File: config.mk
export PLATFORM = sky130hd
export DESIGN_NAME = wdog_window
export DESIGN_NICKNAME = d
export VERILOG_FILES = /design/src/rtl/wdog_pkg.sv /design/src/rtl/wdog_cfg.sv /design/src/rtl/wdog_timer.sv /design/src/rtl/wdog_fault.sv /design/src/rtl/wdog_window.sv
export SDC_FILE = /design/constraint.sdc
export NUM_CORES = 1
export LEC_CHECK = 0
export ABC_AREA = 0
export CELL_PAD_IN_SITES_DETAIL_PLACEMENT = 1
export CELL_PAD_IN_SITES_GLOBAL_PLACEMENT = 1
export CORE_MARGIN = 10
export CORE_UTILIZATION = 29
export DETAILED_ROUTE_END_ITERATION = 10
export DONT_BUFFER_PORTS = 1
export GPL_ROUTABILITY_DRIVEN = 0
export PLACE_DENSITY_LB_ADDON = 0.1
export SLEW_MARGIN = 40
export SYNTH_ARGS = -nofsm -noshare
export SYNTH_HDL_FRONTEND = slang
export SYNTH_SLANG_ARGS = --single-unit
File: constraint.sdc
create_clock -name clk -period 2.8 [get_ports clk]
set_clock_uncertainty 0.2 [all_clocks]
set_input_delay 0.84 -clock clk [delete_from_list [all_inputs] [get_ports clk]]
set_output_delay 0.84 -clock clk [all_outputs]
set_load 0.1 [all_outputs]
File: src/rtl/wdog_pkg.sv
package wdog_pkg;

  typedef enum logic [1:0] {
    CAUSE_NONE  = 2'd0,
    CAUSE_EARLY = 2'd1,
    CAUSE_LATE  = 2'd2,
    CAUSE_BAD   = 2'd3
  } wd_cause_e;

  typedef struct packed {
    logic [1:0] win;
    logic [4:0] key;
    logic       cmon;
  } svc_word_t;

  localparam logic [1:0] WIN_AT_RESET  = 2'b11;
  localparam logic       CMON_AT_RESET = 1'b1;

endpackage

File: src/rtl/wdog_cfg.sv
module wdog_cfg
  import wdog_pkg::*;
#(
  parameter logic [4:0] KEY = 5'b01100
) (
  input  logic       clk,
  input  logic       rst,
  input  logic       wr_en,
  input  logic [7:0] wr_data,
  output logic [1:0] win,
  output logic       cmon,
  output logic       svc_ok,
  output logic       wr_bad
);

  svc_word_t word_in;
  svc_word_t word_q;
  logic      locked;
  logic      key_hit;
  logic      word_hit;

  assign word_in  = svc_word_t'(wr_data);
  assign key_hit  = (word_in.key == KEY);
  assign word_hit = (word_in == word_q);

  // Unlocked writes are judged on the key alone; locked writes on all bits.
  always_comb begin
    svc_ok = 1'b0;
    wr_bad = 1'b0;
    if (wr_en) begin
      if (!locked) begin
        svc_ok = key_hit;
        wr_bad = !key_hit;
      end else begin
        svc_ok = word_hit;
        wr_bad = !word_hit;
      end
    end
  end

  always_ff @(posedge clk) begin
    if (rst) begin
      locked <= 1'b0;
      word_q <= '{win: WIN_AT_RESET, key: KEY, cmon: CMON_AT_RESET};
    end else if (wr_en && !locked && key_hit) begin
      locked <= 1'b1;
      word_q <= word_in;
    end
  end

  assign win  = word_q.win;
  assign cmon = word_q.cmon;


  lock_sticky_chk: assert property (@(posedge clk) disable iff (rst)
    locked |=> locked);


  cfg_frozen_chk: assert property (@(posedge clk) disable iff (rst)
    locked |=> $stable(word_q));

endmodule

File: src/rtl/wdog_timer.sv
module wdog_timer
  import wdog_pkg::*;
#(
  parameter int LOW_TICKS  = 2048,
  parameter int UPPER_BASE = 8192
) (
  input  logic       clk,
  input  logic       rst,
  input  logic       tick,
  input  logic [1:0] win,
  input  logic       svc_ok,
  input  logic       wr_bad,
  input  logic       boot_svc,
  output logic       err_hit,
  output wd_cause_e  err_kind
);

  localparam int CNT_W = $clog2(UPPER_BASE * 8) + 1;
  localparam logic [CNT_W-1:0] LOW_C  = CNT_W'(LOW_TICKS);
  localparam logic [CNT_W-1:0] BASE_C = CNT_W'(UPPER_BASE);

  logic [CNT_W-1:0] cnt;
  logic [CNT_W-1:0] upper;
  logic             at_upper;
  logic             too_soon;
  logic             restart;

  assign upper    = BASE_C << win;
  assign at_upper = (cnt >= upper);
  assign too_soon = svc_ok && !boot_svc && (cnt < LOW_C);

  // Bad write outranks late, late outranks early.
  always_comb begin
    err_kind = CAUSE_NONE;
    if (wr_bad)        err_kind = CAUSE_BAD;
    else if (at_upper) err_kind = CAUSE_LATE;
    else if (too_soon) err_kind = CAUSE_EARLY;
  end

  assign err_hit = (err_kind != CAUSE_NONE);
  assign restart = err_hit || svc_ok || boot_svc;

  always_ff @(posedge clk) begin
    if (rst)          cnt <= '0;
    else if (restart) cnt <= '0;
    else if (tick)    cnt <= cnt + 1'b1;
  end


  cnt_bound_chk: assert property (@(posedge clk) disable iff (rst)
    cnt <= upper);


  boot_clear_chk: assert property (@(posedge clk) disable iff (rst)
    boot_svc |=> (cnt == '0));

endmodule

File: src/rtl/wdog_fault.sv
module wdog_fault
  import wdog_pkg::*;
#(
  parameter int STRETCH = 16
) (
  input  logic      clk,
  input  logic      rst,
  input  logic      tick,
  input  logic      err_hit,
  input  wd_cause_e err_kind,
  output logic      fault_n,
  output wd_cause_e cause_q
);

  localparam int HOLD_W = $clog2(STRETCH + 1);

  logic [HOLD_W-1:0] hold;

  always_ff @(posedge clk) begin
    if (rst) begin
      hold    <= '0;
      cause_q <= CAUSE_NONE;
    end else if (err_hit) begin
      hold    <= HOLD_W'(STRETCH);
      cause_q <= err_kind;
    end else if (tick && hold != '0) begin
      hold    <= hold - 1'b1;
    end
  end

  assign fault_n = (hold == '0);


  fault_on_err_chk: assert property (@(posedge clk) disable iff (rst)
    err_hit |=> !fault_n);


  quiet_high_chk: assert property (@(posedge clk) disable iff (rst)
    (fault_n && !err_hit) |=> fault_n);


  cause_kept_chk: assert property (@(posedge clk) disable iff (rst)
    !err_hit |=> $stable(cause_q));

endmodule

File: src/rtl/wdog_window.sv
module wdog_window
  import wdog_pkg::*;
#(
  parameter int         LOW_TICKS  = 2048,
  parameter int         UPPER_BASE = 8192,
  parameter int         STRETCH    = 16,
  parameter logic [4:0] KEY        = 5'b01100
) (
  input  logic       clk,
  input  logic       rst,
  input  logic       tick,
  input  logic       wr_en,
  input  logic [7:0] wr_data,
  input  logic       boot_svc,
  output logic       fault_n,
  output logic [1:0] err_cause,
  output logic       cmon_en
);

  logic [1:0] win;
  logic       svc_ok;
  logic       wr_bad;
  logic       err_hit;
  wd_cause_e  err_kind;
  wd_cause_e  cause_q;

  wdog_cfg #(.KEY(KEY)) u_cfg (
    .clk     (clk),
    .rst     (rst),
    .wr_en   (wr_en),
    .wr_data (wr_data),
    .win     (win),
    .cmon    (cmon_en),
    .svc_ok  (svc_ok),
    .wr_bad  (wr_bad)
  );

  wdog_timer #(.LOW_TICKS(LOW_TICKS), .UPPER_BASE(UPPER_BASE)) u_timer (
    .clk      (clk),
    .rst      (rst),
    .tick     (tick),
    .win      (win),
    .svc_ok   (svc_ok),
    .wr_bad   (wr_bad),
    .boot_svc (boot_svc),
    .err_hit  (err_hit),
    .err_kind (err_kind)
  );

  wdog_fault #(.STRETCH(STRETCH)) u_fault (
    .clk      (clk),
    .rst      (rst),
    .tick     (tick),
    .err_hit  (err_hit),
    .err_kind (err_kind),
    .fault_n  (fault_n),
    .cause_q  (cause_q)
  );

  assign err_cause = cause_q;

endmodule

Word level (Yosys, flattened, before mapping)
Index checks and enable logic that the tools add are counted.
W data, S select, Z words.
{ "totals": {"ff_bits": 33, "out_inout_bits": 4} }
{ "classes": {"eq_ne": 2, "magnitude_cmp": 2, "muxes": 9, "n_reduce_logical": 17, "addsub": 2, "shifts": 1} }
{ "ops": {"columns": ["op", "count"], "rows": [
  ["$add A17 B1 Y17 const B", 1],
  ["$ge A17 B17 Y1", 1],
  ["$lt A17 B12 Y1 const B", 1],
  ["$shl A14 B2 Y17 const A", 1],
  ["$mux W5", 2],
  ["$eq A8 B8 Y1", 1],
  ["$eq A5 B4 Y1 const B", 1],
  ["$logic_and A1 B1 Y1", 5],
  ["$logic_not A5 Y1", 1],
  ["$mux W1", 5],
  ["$reduce_bool A5 Y1", 1],
  ["$sub A5 B1 Y5 const B", 1],
  ["$logic_not A1 Y1", 4],
  ["$mux W2", 2],
  ["$reduce_bool A2 Y1", 2],
  ["$reduce_or A2 Y1", 2],
  ["$logic_or A1 B1 Y1", 2]
]} }

Depth between registers and ports, before layout
Gate-level depths: netlist (run 1).
{ "depth": {"ltp_word": 12, "mapped_depth": 8} }

By module
A second synthesis (run 1) with hierarchy kept.
{ "hier_totals": {"hier_cells": 186, "hier_area_um2": 1684.1} }
{ "modules_own_cells": {"columns": ["module", "seq_area_each_um2", "cells_each", "area_each_um2", "instances"], "rows": [
  ["wdog_timer", 340.3, 107, 920.9, 1],
  ["wdog_cfg", 180.2, 43, 445.4, 1],
  ["wdog_fault", 140.1, 36, 317.8, 1]
]} }

Worst setup path before layout (run 1)
Ideal clock, no wire load.
{ "synth_path": {"kind": "reg-to-output", "from": "reg u_fault.hold[0]", "to": "out fault_n", "t_arrival_ns": 2.303, "required_ns": 1.760, "stages_incl_launch_ff": 4, "path_buffers": 0, "setup_slack_ns": -0.543, "path_cell_list": "dfxtp_1 inv_1 ha_1 nor4b_2"} }
{ "synth_between": {"elab_chain_cells": 1} }
{ "synth_rtl": {"columns": ["element", "line_no", "rtl"], "rows": [
  ["start: declaration", "wdog_fault.sv:17", "logic [HOLD_W-1:0] hold;"],
  ["start signal: assignment", "wdog_fault.sv:24", "hold <= HOLD_W'(STRETCH);"],
  ["start signal: assignment", "wdog_fault.sv:27", "hold <= hold - 1'b1;"],
  ["$logic_not A5 Y1", "wdog_fault.sv:31", "assign fault_n = (hold == '0);"],
  ["end: declaration", "wdog_window.sv:15", "output logic fault_n,"]
]} }
No other way between the ends.

Worst setup path in the final report (run 1)
Same ends and word-level chain as after synthesis.

==> results of run 1 <==
==> cell usage after synthesis, drive strengths merged <==
master | number | area share [%]
nor4b | 3 | 1.9
dfxtp | 33 | 38
nor2b | 1 | 0.36
and2 | 5 | 1.8
a311oi | 1 | 0.87
mux2i | 5 | 2.9
clkbuf | 1 | 0.22
nor4 | 6 | 3.0
o21ai | 4 | 1.2
nand3 | 7 | 3.0
nor2 | 15 | 3.3
o21a | 2 | 0.87
inv | 8 | 1.7
xnor2 | 9 | 4.6
ha | 8 | 5.8
nand2 | 11 | 2.5
mux2 | 1 | 0.65
and3b | 2 | 1.0
nand4bb | 1 | 0.65
or2 | 2 | 0.73
buf | 6 | 3.1
or3 | 4 | 1.4
nand4 | 4 | 1.4
o31ai | 3 | 1.3
nand2b | 3 | 1.1
a22oi | 1 | 0.43
and4 | 3 | 1.7
a21oi | 6 | 1.7
o31a | 2 | 1.0
or4 | 4 | 1.7
nor3 | 8 | 2.3
xor2 | 13 | 6.6
and3 | 2 | 0.72
==> cell families (layout without fill, tap and decap cells) <==
| family | count (synthesis) | count (layout) | synth area share [%] |
|---|---|---|---|
| simple gates | 81 | 81 | 28.8 |
| flops | 33 | 33 | 38.3 |
| xor+xnor | 22 | 22 | 11.2 |
| compound gates | 19 | 19 | 7.39 |
| buf+inv | 15 | 20 | 5.07 |
| fa+ha+maj | 8 | 8 | 5.80 |
| mux | 6 | 6 | 3.55 |
==> where the power goes <==
group          switching (mW)  internal (mW)
logic                  0.0691         0.0377
registers             0.00818          0.476
clock network           0.190          0.172
total                   0.267          0.686
==> how the worst max path moves through the flow <==
stage / endpoint / startpoint
after floorplan: fault_n / u_fault.hold[0]$_SDFFE_PP0P_
after global placement: u_timer.cnt[15]$_SDFFE_PP0P_ / u_cfg.win[0]$_SDFFE_PP1P_
after detailed placement: u_timer.cnt[15]$_SDFFE_PP0P_ / u_cfg.win[0]$_SDFFE_PP1P_
after CTS: fault_n / u_fault.hold[1]$_SDFFE_PP0P_
after global routing: u_timer.cnt[11]$_SDFFE_PP0P_ / u_cfg.win[0]$_SDFFE_PP1P_
final: fault_n / u_fault.hold[0]$_SDFFE_PP0P_
==> sequential cells by signal, summed over array words and instances, names as in the netlist <==
signal,cells
u_cfg.cmon,1
u_cfg.locked,1
u_cfg.win,2
u_cfg.word_q,5
u_fault.cause_q,2
u_fault.hold,5
u_timer.cnt,17
==> placed cells by master (no fill, tap or decap), types with 5 or more instances in the layout <==
master,count
xor2_1,13
dfxtp_1,33
nand2_1,10
clkbuf_8,5
ha_1,8
and2_1,5
a21oi_1,6
nand3_1,5
nor2_1,15
mux2i_1,5
nor4_1,5
nor3_1,8
inv_1,8
xnor2_1,9
==> worst reg2reg max path, cell delays in order, from the launching register on <==
cell,delay (ns)
dfxtp_1,0.36
or2_2,0.31
ha_1,0.26
o21ai_0,0.14
a22oi_1,0.15
or4_1,0.74
a21oi_1,0.23
==> per-layer routing <==
layer / up-vias / part of all wire (%) / global-route usage, %
li1: 654 / - / -
met1: 654 / 46 / 10.0
met2: 14 / 48 / 15.0
met3: 4 / 4.6 / 3.49
met4: 0 / 0.77 / 3.06
met5: - / 0 / 0
==> final cells by class <==
class	count	share of cell area, %
Sequential cell	33	35.0
Clock buffer	5	3.64
Inverter	8	1.59
Timing Repair Buffer	4	1.59
Clock inverter	3	0.928
Multi-Input combinational cell	136	52.3
Tap cell	75	4.97
==> per-stage QoR <==
stage / hold WS (ns) / power [mW]
CTS: 0.276 / 0.971
global route: 0.293 / 0.996
floorplan: 0.237 / 0.587
detailed placement: 0.257 / 0.603
finish: 0.267 / 0.953
global placement: 0.258 / 0.600
==> out/metrics.yaml, run 1 <==
cts_tree: "yes"
worstPathRequired_ns: 1.76
portBuffers: 0
end_kind: "primary output"
tns_ns: 0
cts.sinks: 33
cts_htree_levels: 2
crit_chain: "inv_1, ha_1, nor4b_4, buf_4"
ys_ff_latch: 33
dp_cells: 256
n_fill_cell: 676
stdcell_area_sq_mm: 0.00189
min_path_cells: 1
rr_startpoint: "u_cfg.win[0]$_SDFFE_PP1P_"
crit_cells: 4
fin_util_pct: 32.3
areaGrowthSynthToFinish_pct: 9.35
holdCritPathClass: "reg2reg"
clk_pin_slew_worst_paths_ns: 0.08
cts_setup_buffers: 0
drc_errors: 0
boundaryPins: 17
ys_types: 42
finalWorstSetupSlack_ns: 0.308
clockBufferDepth: 2
tightest_slew_ns: 0.662
pre_cts_ws_ns: 0.347
cp_num_buf_inv: 2
start_kind: "flip-flop"
critPathTopFamily: "buffers and inverters"
grt_pass1_wl_microns: 7070
grt_max_degree: 18
vias: 1326
antenna_cells: 0
post-route-period-util_pct: 89.0
rows: 28
power_density_mw_per_mm2: 505
wl_per_cell_microns: 15.7
stdcell_count: 264
drt_wl_total_microns: 4140
drive_above_1_share_pct: 11.1
cp_max_fo: 4
cts_resized: 0
drt_iter0_markers: 34
setup_viol_count_final: 0
worst_ep_arrival_time_ns: 1.45
reg2regPathDepth: 6
slowest_delay_ns: 0.34
outcome: "complete, no violations"
grt_util_all_layers_pct: 8.93
holdCritStartpoint: "u_cfg.word_q[4]$_SDFFE_PP1P_"
r2r-end: "u_timer.cnt[15]$_SDFFE_PP0P_"
seq_area_frac_synth_pct: 38.3
antenna_found_initial: 0
rrSetupSlack_ns: 0.34
hold_end: "u_cfg.word_q[4]$_SDFFE_PP1P_"
nets: 209
fp.dieH_microns: 97.2
synthCells: 184
cellLeakagePower_nw: 0.641
die_area_sq_mm: 0.00944
via_per_inst: 5.02
relSlewSlack_pct: 55.9
coreArea_sq_mm: 0.00585
regArea_sq_um: 661
worstSetupPathType: "reg2out"
clk-insertion-delay-late_ns: 0.29
fp.dieW_microns: 97.2
first_pass_iters: 4
yosysWarnings: 0
cts_buffers: 5
synth_nets: 205
synthesis.area_sq_mm: 0.00173
place_hpwl_microns: 3150
initial_core_util_pct: 29.5
multiInputGateArea_sq_um: 987
ant_nets: 0
fmax_mhz: 401
rsz0062_at_grt: "no"
maxCapViolations: 0
grt.overflow.total: 0
hold_buffers: 0
finalHoldViolCount: 0
finalCriticalPeriod_ns: 2.49
crit_slowest_cell: "dfxtp_1"
ir_worst_vdd_uv: 144
placed_area_sq_mm: 0.00180
cts-root-buf: "clkbuf_8"
drv_slew: 0
synth.avg_cell_area_sq_um: 9.38
grt_pass1_vias: 1431
No activity file was read; power rests on OpenSTA's default activity.
==> run 2, diff against run 1 <==
--- a/config.mk
+++ b/config.mk
@@ -14,6 +14,7 @@
 export DONT_BUFFER_PORTS = 1
 export GPL_ROUTABILITY_DRIVEN = 0
 export PLACE_DENSITY_LB_ADDON = 0.1
+export SETUP_SLACK_MARGIN = 0.5
 export SLEW_MARGIN = 40
 export SYNTH_ARGS = -nofsm -noshare
 export SYNTH_HDL_FRONTEND = slang
==> run 2 against run 1 <==
Effect of this change:
- wire length rose by 3.8%
- register-to-register slack gained 0.27 ns
- critical path depth did not move
- sequential share of layout area is 1.4 points lower
- critical path type unchanged
- combinational power up 14%
- global-route usage is 0.078 points lower
- cell area increased by 4.5%
- cell count increased by 2.3%
- worst hold slack better by 0.0044 ns
- fmax is 7.5% higher
- total power grew 0.54%
- sequential power barely moved
==> out/metrics.yaml, run 2 (synthesized netlist as in run 1, its figures left out) <==
via_per_inst: 5.00
fp.dieW_microns: 97.2
drv_slew: 0
post-route-period-util_pct: 82.8
clk-insertion-delay-late_ns: 0.28
grt_max_degree: 18
stdcell_area_sq_mm: 0.00197
worstSetupPathType: "reg2out"
finalPower_mw: 0.958
antenna_found_initial: 0
r2r-end: "u_timer.cnt[13]$_SDFFE_PP0P_"
reg2regPathDepth: 6
grt.overflow.total: 0
clockBufferDepth: 2
areaGrowthSynthToFinish_pct: 14.3
ant_nets: 0
finalCriticalPeriod_ns: 2.32
first_pass_iters: 4
worst_ep_arrival_time_ns: 1.28
drc_errors: 0
final_common_cell: "dfxtp_1"
maxCapViolations: 0
place_hpwl_microns: 3070
initial_core_util_pct: 29.5
cts_buffers: 5
crit_end: "fault_n"
antenna_cells: 0
drt_wl_total_microns: 4300
fp.dieH_microns: 97.2
largest_register_ffs: 17
rsz0062_at_grt: "yes"
holdCritPathClass: "reg2reg"
rows: 28
tightest_slew_ns: 0.604
wl_per_cell_microns: 15.9
relSlewSlack_pct: 59.7
drt_iter0_markers: 39
layout_common_cells: "31 x dfxtp_1, 15 x nor2_1, 13 x xor2_1"
grt_pass1_wl_microns: 6960
dp_cells: 256
tns_ns: 0
cp_max_fo: 4
outcome: "complete, no violations"
finalHoldViolCount: 0
hold_buffers: 0
ir_worst_vdd_uv: 179
coreArea_sq_mm: 0.00585
drive_above_1_share_pct: 17.4
cts_htree_levels: 2
power_density_mw_per_mm2: 485
grt_pass1_vias: 1400
cts.sinks: 33
rr_startpoint: "u_cfg.win[0]$_SDFFE_PP1P_"
largestRegisters: "u_timer.cnt (17), u_cfg.word_q (5), u_fault.hold (5)"
cellLeakagePower_nw: 0.675
nets: 215
regMostFlops: "u_timer.cnt"
die_area_sq_mm: 0.00944
end_kind: "primary output"
fmax_mhz: 432
worstPathRequired_ns: 1.76
cts_tree: "yes"
start_kind: "flip-flop"
clk_pin_slew_worst_paths_ns: 0.07
boundaryPins: 17
placed_area_sq_mm: 0.00182
setup_viol_count_final: 0
critPathLaunch: "u_fault.hold[0]$_SDFFE_PP0P_"
rrSetupSlack_ns: 0.61
portBuffers: 0
vias: 1350
grt_util_all_layers_pct: 8.85
cts-root-buf: "clkbuf_8"
stdcell_count: 270
## run 2: changes by cell type in the layout (fill, tap and decap cells not counted), sizes merged
cell / previous run / this run
or4: 4 / 5
buf: 4 / 9
## run 2: final cells by class
cell class | count | area, sq um
clock inverters | 3 | 17.5
well taps | 75 | 93.8
flip-flops and latches | 33 | 663
inverters | 8 | 30.0
repair buffers | 9 | 80.1
fillers | 672 | 3880
clock buffers | 5 | 68.8
multi-input cells | 137 | 1020
## run 2: through the flow
step / utilization (%) / hold WS, ns / worst slack (ns)
floorplan: - / 0.237 / 0.183
global placement: 31.0 / 0.253 / 0.383
detailed placement: 31.0 / 0.257 / 0.293
CTS: 33.2 / 0.274 / 0.464
global route: 33.7 / 0.308 / 0.406
finish: 33.7 / 0.271 / 0.483
## run 2: power by group
| group | switching [mW] | internal (mW) | total (mW) |
|---|---|---|---|
| combinational | 0.0720 | 0.0505 | 0.122 |
| clock | 0.179 | 0.171 | 0.351 |
| sequential | 0.00793 | 0.477 | 0.485 |
## run 2: metal layers
metal / vias up / share of wire, % / GRT usage, % / wire [microns]
met3: 4 / 3.6 / 3.41 / 156
met2: 16 / 49 / 14.6 / 2100
met5: - / 0 / 0 / 0
met1: 659 / 46 / 10.1 / 2000
li1: 671 / - / - / -
met4: 0 / 1.0 / 3.18 / 45
## run 2: worst max-delay path, stage by stage, from the launching register on
cell	delay, ns
dfxtp_2	0.33
inv_2	0.07
ha_4	0.14
nor4b_4	0.23
buf_12	0.22
## run 2: worst min path at each step
| stage | startpoint | endpoint | cells past startpoint |
|---|---|---|---|
| 6_report | u_cfg.word_q[4]$_SDFFE_PP1P_ | u_cfg.word_q[4]$_SDFFE_PP1P_ | 1 |
| 2_1_floorplan | u_cfg.word_q[3]$_SDFFE_PP1P_ | u_cfg.word_q[3]$_SDFFE_PP1P_ | 1 |
| 3_3_place_gp | u_cfg.word_q[4]$_SDFFE_PP1P_ | u_cfg.word_q[4]$_SDFFE_PP1P_ | 1 |
| 4_1_cts | u_cfg.word_q[4]$_SDFFE_PP1P_ | u_cfg.word_q[4]$_SDFFE_PP1P_ | 1 |
| 3_5_place_dp | u_cfg.word_q[4]$_SDFFE_PP1P_ | u_cfg.word_q[4]$_SDFFE_PP1P_ | 1 |
| 5_1_grt | u_cfg.word_q[4]$_SDFFE_PP1P_ | u_cfg.word_q[4]$_SDFFE_PP1P_ | 1 |
## run 2: what timing repair did
item,4_1_cts,5_1_grt
cloned,0,1
pin swaps,1,0
gates resized for setup,5,3
setup buffers,3,2
setup endpoints to repair,18,18
